===== config.mk =====
export PLATFORM = sky130hd
export DESIGN_NAME = periodic_slice_timer
export DESIGN_NICKNAME = d
export VERILOG_FILES = /design/src/rtl/pst_pkg.sv /design/src/rtl/pst_decode.sv /design/src/rtl/pst_counter.sv /design/src/rtl/pst_flags.sv /design/src/rtl/periodic_slice_timer.sv
export SDC_FILE = /design/constraint.sdc
export NUM_CORES = 1
export LEC_CHECK = 0
export ABC_AREA = 1
export BUFFER_PORTS_ARGS = -buffer_cell sky130_fd_sc_hd__buf_2
export CORE_UTILIZATION = 50
export DETAILED_ROUTE_END_ITERATION = 8
export HOLD_SLACK_MARGIN = 0.1
export PLACE_DENSITY = 0.8
export SETUP_SLACK_MARGIN = 0.1
export SLEW_MARGIN = 20
export SYNTH_ARGS = -nofsm -noshare
export SYNTH_HDL_FRONTEND = slang
export SYNTH_SLANG_ARGS = --single-unit
export TNS_END_PERCENT = 1

===== constraint.sdc =====
create_clock -name clk -period 1.69 [get_ports clk]
set_input_delay 0.2535 -clock clk [delete_from_list [all_inputs] [get_ports clk]]
set_output_delay 0.2535 -clock clk [all_outputs]
set_load 0.1 [all_outputs]

===== src/rtl/pst_pkg.sv =====
package pst_pkg;

    // register word index = byte offset >> 2
    typedef enum logic [1:0] {
        SEL_RELOAD = 2'd0,
        SEL_CTRL   = 2'd1,
        SEL_COUNT  = 2'd2,
        SEL_STATUS = 2'd3
    } reg_sel_e;

    // control word: bit2 timer enable, bit1 irq enable, bit0 run
    typedef struct packed {
        logic ten;
        logic ien;
        logic run;
    } ctrl_t;

    // status word: bit1 bus error, bit0 timeout
    typedef struct packed {
        logic bus_err;
        logic timeout;
    } status_t;

    typedef struct packed {
        logic     reload_wr;
        logic     ctrl_wr;
        logic     status_wr;
        logic     rd_en;
        logic     bad;
        reg_sel_e sel;
    } access_t;

endpackage


===== src/rtl/pst_decode.sv =====
module pst_decode
    import pst_pkg::*;
#(
    parameter int ADDR_W = 8
) (
    input  logic              sel,
    input  logic              wr,
    input  logic [ADDR_W-1:0] addr,
    output access_t           acc
);

    logic upper_zero;
    logic in_map;

    generate
        if (ADDR_W > 4) begin : g_wide
            assign upper_zero = (addr[ADDR_W-1:4] == '0);
        end else begin : g_narrow
            assign upper_zero = 1'b1;
        end
    endgenerate

    always_comb begin
        in_map        = upper_zero && (addr[1:0] == 2'b00);
        acc           = '0;
        acc.sel       = reg_sel_e'(addr[3:2]);
        acc.bad       = sel && !in_map;
        acc.rd_en     = sel && !wr && in_map;
        acc.reload_wr = sel && wr && in_map && (acc.sel == SEL_RELOAD);
        acc.ctrl_wr   = sel && wr && in_map && (acc.sel == SEL_CTRL);
        acc.status_wr = sel && wr && in_map && (acc.sel == SEL_STATUS);
    end

endmodule


===== src/rtl/pst_counter.sv =====
module pst_counter #(
    parameter int CNT_W = 32
) (
    input  logic             clk,
    input  logic             rst_n,
    input  logic             en,
    input  logic             load,
    input  logic [CNT_W-1:0] load_val,
    output logic [CNT_W-1:0] count,
    output logic [CNT_W-1:0] reload,
    output logic             wrap
);

    typedef struct packed {
        logic [CNT_W-1:0] reload;
        logic [CNT_W-1:0] count;
    } cnt_state_t;

    cnt_state_t st_d, st_q;

    always_comb begin
        st_d = st_q;
        wrap = en && (st_q.count == '0);
        if (load) begin
            st_d.reload = load_val;
        end
        if (en) begin
            if (wrap) begin
                st_d.count = st_q.reload;
            end else begin
                st_d.count = st_q.count - 1'b1;
            end
        end else if (load) begin
            st_d.count = load_val;
        end
    end

    always_ff @(posedge clk) begin
        if (!rst_n) begin
            st_q <= '0;
        end else begin
            st_q <= st_d;
        end
    end

    assign count  = st_q.count;
    assign reload = st_q.reload;

endmodule


===== src/rtl/pst_flags.sv =====
module pst_flags
    import pst_pkg::*;
(
    input  logic    clk,
    input  logic    rst_n,
    input  logic    wrap,
    input  logic    bad,
    input  logic    clr_wr,
    input  status_t clr_mask,
    output status_t flags
);

    status_t fl_d, fl_q;

    always_comb begin
        fl_d = fl_q;
        if (clr_wr) begin
            if (clr_mask.timeout) fl_d.timeout = 1'b0;
            if (clr_mask.bus_err) fl_d.bus_err = 1'b0;
        end
        // new events win over a clear in the same cycle
        if (wrap) fl_d.timeout = 1'b1;
        if (bad)  fl_d.bus_err = 1'b1;
    end

    always_ff @(posedge clk) begin
        if (!rst_n) begin
            fl_q <= '0;
        end else begin
            fl_q <= fl_d;
        end
    end

    assign flags = fl_q;

endmodule


===== src/rtl/periodic_slice_timer.sv =====
module periodic_slice_timer
    import pst_pkg::*;
#(
    parameter int CNT_W  = 32,
    parameter int ADDR_W = 8
) (
    input  logic              clk,
    input  logic              rst_n,
    input  logic              bus_sel,
    input  logic              bus_wr,
    input  logic [ADDR_W-1:0] bus_addr,
    input  logic [CNT_W-1:0]  bus_wdata,
    output logic [CNT_W-1:0]  bus_rdata,
    output logic              irq
);

    localparam int CTRL_W = $bits(ctrl_t);
    localparam int STAT_W = $bits(status_t);

    access_t          acc;
    ctrl_t            ctrl_d, ctrl_q;
    status_t          flags;
    logic [CNT_W-1:0] cnt_q;
    logic [CNT_W-1:0] reload_q;
    logic             wrap;
    logic             cnt_en;

    pst_decode #(.ADDR_W(ADDR_W)) u_decode (
        .sel  (bus_sel),
        .wr   (bus_wr),
        .addr (bus_addr),
        .acc  (acc)
    );

    always_comb begin
        ctrl_d = ctrl_q;
        if (acc.ctrl_wr) begin
            ctrl_d = ctrl_t'(bus_wdata[CTRL_W-1:0]);
        end
    end

    always_ff @(posedge clk) begin
        if (!rst_n) begin
            ctrl_q <= '0;
        end else begin
            ctrl_q <= ctrl_d;
        end
    end

    assign cnt_en = ctrl_q.run && ctrl_q.ten;

    pst_counter #(.CNT_W(CNT_W)) u_counter (
        .clk      (clk),
        .rst_n    (rst_n),
        .en       (cnt_en),
        .load     (acc.reload_wr),
        .load_val (bus_wdata),
        .count    (cnt_q),
        .reload   (reload_q),
        .wrap     (wrap)
    );

    pst_flags u_flags (
        .clk      (clk),
        .rst_n    (rst_n),
        .wrap     (wrap),
        .bad      (acc.bad),
        .clr_wr   (acc.status_wr),
        .clr_mask (status_t'(bus_wdata[STAT_W-1:0])),
        .flags    (flags)
    );

    always_comb begin
        bus_rdata = '0;
        if (acc.rd_en) begin
            unique case (acc.sel)
                SEL_RELOAD: bus_rdata = reload_q;
                SEL_CTRL:   bus_rdata = CNT_W'(ctrl_q);
                SEL_COUNT:  bus_rdata = cnt_q;
                SEL_STATUS: bus_rdata = CNT_W'(flags);
                default:    bus_rdata = '0;
            endcase
        end
    end

    assign irq = flags.timeout && ctrl_q.ien;

endmodule


==> flow_metrics.env <==
export IMPL_place_ws_ns=-0.1386
export IMPL_syn_num_nets=795
export IMPL_reg2reg_to="u_counter.count[26]"
export IMPL_r2r_cells=11
export IMPL_pin_count=77
export IMPL_swShare_pct=24.70
export IMPL_intPower_mw=2.465
export IMPL_root_buffer="clkbuf_8"
export IMPL_cp_startpoint="bus_addr[5]"
export IMPL_die_x_um=96.88
export IMPL_maxSlewHeadroom_pct=67.93
export IMPL_leakage_nw=2.916
export IMPL_criticalPathCategory="input port to output port"
export IMPL_htreeDepth=3
export IMPL_cp_end_kind="output port"
export IMPL_utilization_pct=77.98
export IMPL_cts_buffers=9
export IMPL_synth_xor_area_share_pct=2.141
export IMPL_power_frac_clock_pct=43.8
export IMPL_crit_arrival_ns=1.56
export IMPL_drt_antenna_violating_nets=0
export IMPL_yosysUniqueCellTypes=35
export IMPL_grt_overflow=0
export IMPL_antenna_found_initial=0
export IMPL_synth_top_area_cell="dfxtp_1"
export IMPL_n_antenna_cell=0
export IMPL_dieHeight_um=96.88
export IMPL_cp_max_fo=19
export IMPL_vias=5562
export IMPL_cts_hold_buf=0
export IMPL_area_growth_pct=51.10
export IMPL_power_mw=3.274
export IMPL_fmax_ghz=0.5523
export IMPL_worstHoldStart="bus_wdata[30]"
export IMPL_ir_drop_uv=418.7
export IMPL_drive_above_1_share_pct=29.82
export IMPL_hp_class="input port to flip-flop"
export IMPL_yosysWarnings=0
export IMPL_grt_max_degree=50
export IMPL_drt_iter0_markers=420
export IMPL_die_area_um2=9385
export IMPL_grt_pass1_wl_um=25850
export IMPL_drt_wl_total_um=15860
export IMPL_grt_pass1_vias=5290
export IMPL_power_frac_seq_pct=49.8
export IMPL_cts_sinks=69
export IMPL_place_gp_congestion=0.9074
export IMPL_syn_area_um2=4501
export IMPL_period_needed_ns=1.811
export IMPL_fin_ws_ns=-0.1206
export IMPL_clock_path_buffers=2
export IMPL_p_comb_share_pct=6.5
export IMPL_failed_checks="setup timing"
export IMPL_power_density_nw_per_um2=481.4
export IMPL_clock_latency_ns=0.36
export IMPL_synth_fa_ha_area_share_pct=0.2780
export IMPL_muxShareOfSynthArea_pct=0
export IMPL_slew_viol_final=0
export IMPL_start_kind="input port"
export IMPL_netSwitchingPower_mw=0.8085
export IMPL_synth_compound_area_share_pct=19.07
export IMPL_finalNetCount=933
export IMPL_dpl_hpwl_um=11750
export IMPL_synth_enable_flop_cells=0
export IMPL_hold_end="u_counter.reload[30]"
export IMPL_vias_per_cell=5.562
export IMPL_synth_top_area_share_pct=30.69
export IMPL_ys_seq_area_share_pct=30.69
export IMPL_worst_slew_pin_slew_ns=0.4844
export IMPL_status="finished, violations left"
export IMPL_cp_required_ns=1.44
export IMPL_synth_top_family_by_area="simple AND/OR/NAND/NOR gates"
export IMPL_synth_cells=750
export IMPL_synth_simple_gate_area_share_pct=38.78
export IMPL_maxCapViolCount=0
export IMPL_initial_utilization_pct=51.61
export IMPL_synthArstFlopShare_pct=0
export IMPL_drc=0
export IMPL_ys_seq_elements=69
export IMPL_wl_per_cell_um=15.86
export IMPL_path_clk_slew_ns=0.08
export IMPL_whs_ns=0.1568
export IMPL_synthFlopType="dfxtp_1"
export IMPL_hold_viol_final=0
export IMPL_avgSynthCellArea_um2=6.001
export IMPL_grtUsageTotal_pct=34.24
export IMPL_fin_setup_tns_ns=-2.685
export IMPL_rr_startpoint="u_counter.count[1]"
export IMPL_drtPass1Iterations=5
export IMPL_reg2reg_slack_ns=-0.09
export IMPL_period_share_pct=107.1
export IMPL_cts_tree="done"
export IMPL_setup_viol=39
export IMPL_hold_depth=3
export IMPL_coreArea_um2=8721
export IMPL_portBuffers=76
export IMPL_rows=34
export IMPL_fin_skew_ns=0.01331
export IMPL_synth_top_cells_by_area="dfxtp_1, nand2_1, a21oi_1"
export IMPL_rsz0062_at_grt="true"
==> worst max-delay path, cell delays in order <==
cell and delay (ns):
buf_6 0.10, nor2_4 0.10, nand3_2 0.10, or3b_4 0.42, buf_12 0.20, a21oi_4 0.18, buf_12 0.19
==> state kept, by name (all words and copies together) (netlist names) <==
name / cells
u_flags.flags: 2
ctrl_q: 3
u_counter.reload: 32
u_counter.count: 32
==> layout by cell type (no fill, tap or decap), types with 2 or more instances in the layout <==
cell type / n
nand2_1: 270
a21oi_1: 84
buf_4: 73
dfxtp_1: 67
nor2_1: 61
inv_1: 51
buf_12: 41
buf_2: 39
nand3_1: 31
a21oi_4: 29
nor2_2: 15
nor2_4: 13
o21ai_0: 12
clkbuf_8: 11
o21bai_1: 9
nand2_2: 8
nand4_1: 8
buf_6: 8
o211ai_1: 7
inv_2: 6
xnor2_1: 6
xor2_1: 5
o21ai_1: 4
o21ai_2: 3
o21a_1: 3
o22ai_1: 3
nand3_2: 2
a221oi_2: 2
nor3_1: 2
clkinv_2: 2
dfxtp_2: 2
==> layout make-up <==
class                           instances  area [um2]
Clock inverter                          4       47.55
Fill cell                             629        1921
Timing Repair Buffer                  161        1654
Multi-Input combinational cell        588        3204
Clock buffer                           11       151.4
Tap cell                              108       135.1
Inverter                               59       224.0
Sequential cell                        69        1384
==> stage by stage <==
stage / cell area (um2) / instances
6_report: 6800 / 1000
2_1_floorplan: 4933 / 750
4_1_cts: 6691 / 997
5_1_grt: 6800 / 1000
3_3_place_gp: 6404 / 982
3_5_place_dp: 6404 / 982
==> logic make-up (layout without fill, tap and decap cells) <==
| family | Yosys count | count (layout) |
|---|---|---|
| AO/OA/AOI/OAI | 159 | 159 |
| AND/OR/NAND/NOR | 417 | 417 |
| buffers and inverters | 93 | 235 |
| XOR/XNOR | 11 | 11 |
| adder cells (fa/ha/maj) | 1 | 1 |
| flip-flops | 69 | 69 |
==> per-layer routing <==
metal  vias to the layer above  global-route usage [%]  wire length, um
met1                      2525                   44.63             6526
met5                         -                       0                0
li1                       2694                       -                -
met4                         0                   15.04              468
met2                       299                   55.47             7432
met3                        44                   5.853             1435
==> power by group through the flow <==
stage	Clock (mW)	Combinational [mW]	Sequential, mW
6_report	1.43	0.211	1.63
5_1_grt	1.50	0.226	1.63
4_1_cts	1.43	0.203	1.63
3_5_place_dp	0	0.188	1.67
3_3_place_gp	0	0.186	1.67
2_1_floorplan	0	0.0825	1.67
==> how the worst max path moves through the flow <==
stage,endpoint,slack (ns),cells past startpoint
after floorplan,bus_rdata[23],-0.28,6
after global placement,bus_rdata[29],-0.1,7
after detailed placement,bus_rdata[23],-0.14,7
after CTS,bus_rdata[0],-0.11,7
after global routing,bus_rdata[23],-0.15,7
final,bus_rdata[23],-0.12,7
==> cell usage after synthesis, drive strengths merged, types with 3 or more instances <==
library cell / instances
a21oi: 114
buf: 15
clkbuf: 19
dfxtp: 69
inv: 58
nand2: 280
nand3: 34
nand4: 8
nor2: 90
o211ai: 7
o21a: 3
o21ai: 19
o21bai: 10
o22ai: 3
xnor2: 6
xor2: 5
==> repair_timing <==
item                                    4_1_cts  5_1_grt
endpoints found under the hold margin         0        0
gates resized for setup                      22       26
setup buffers                                 0        3
endpoints found under the setup margin       64       65
pin swaps                                     1        5
Power figures use the tool's default switching activity.
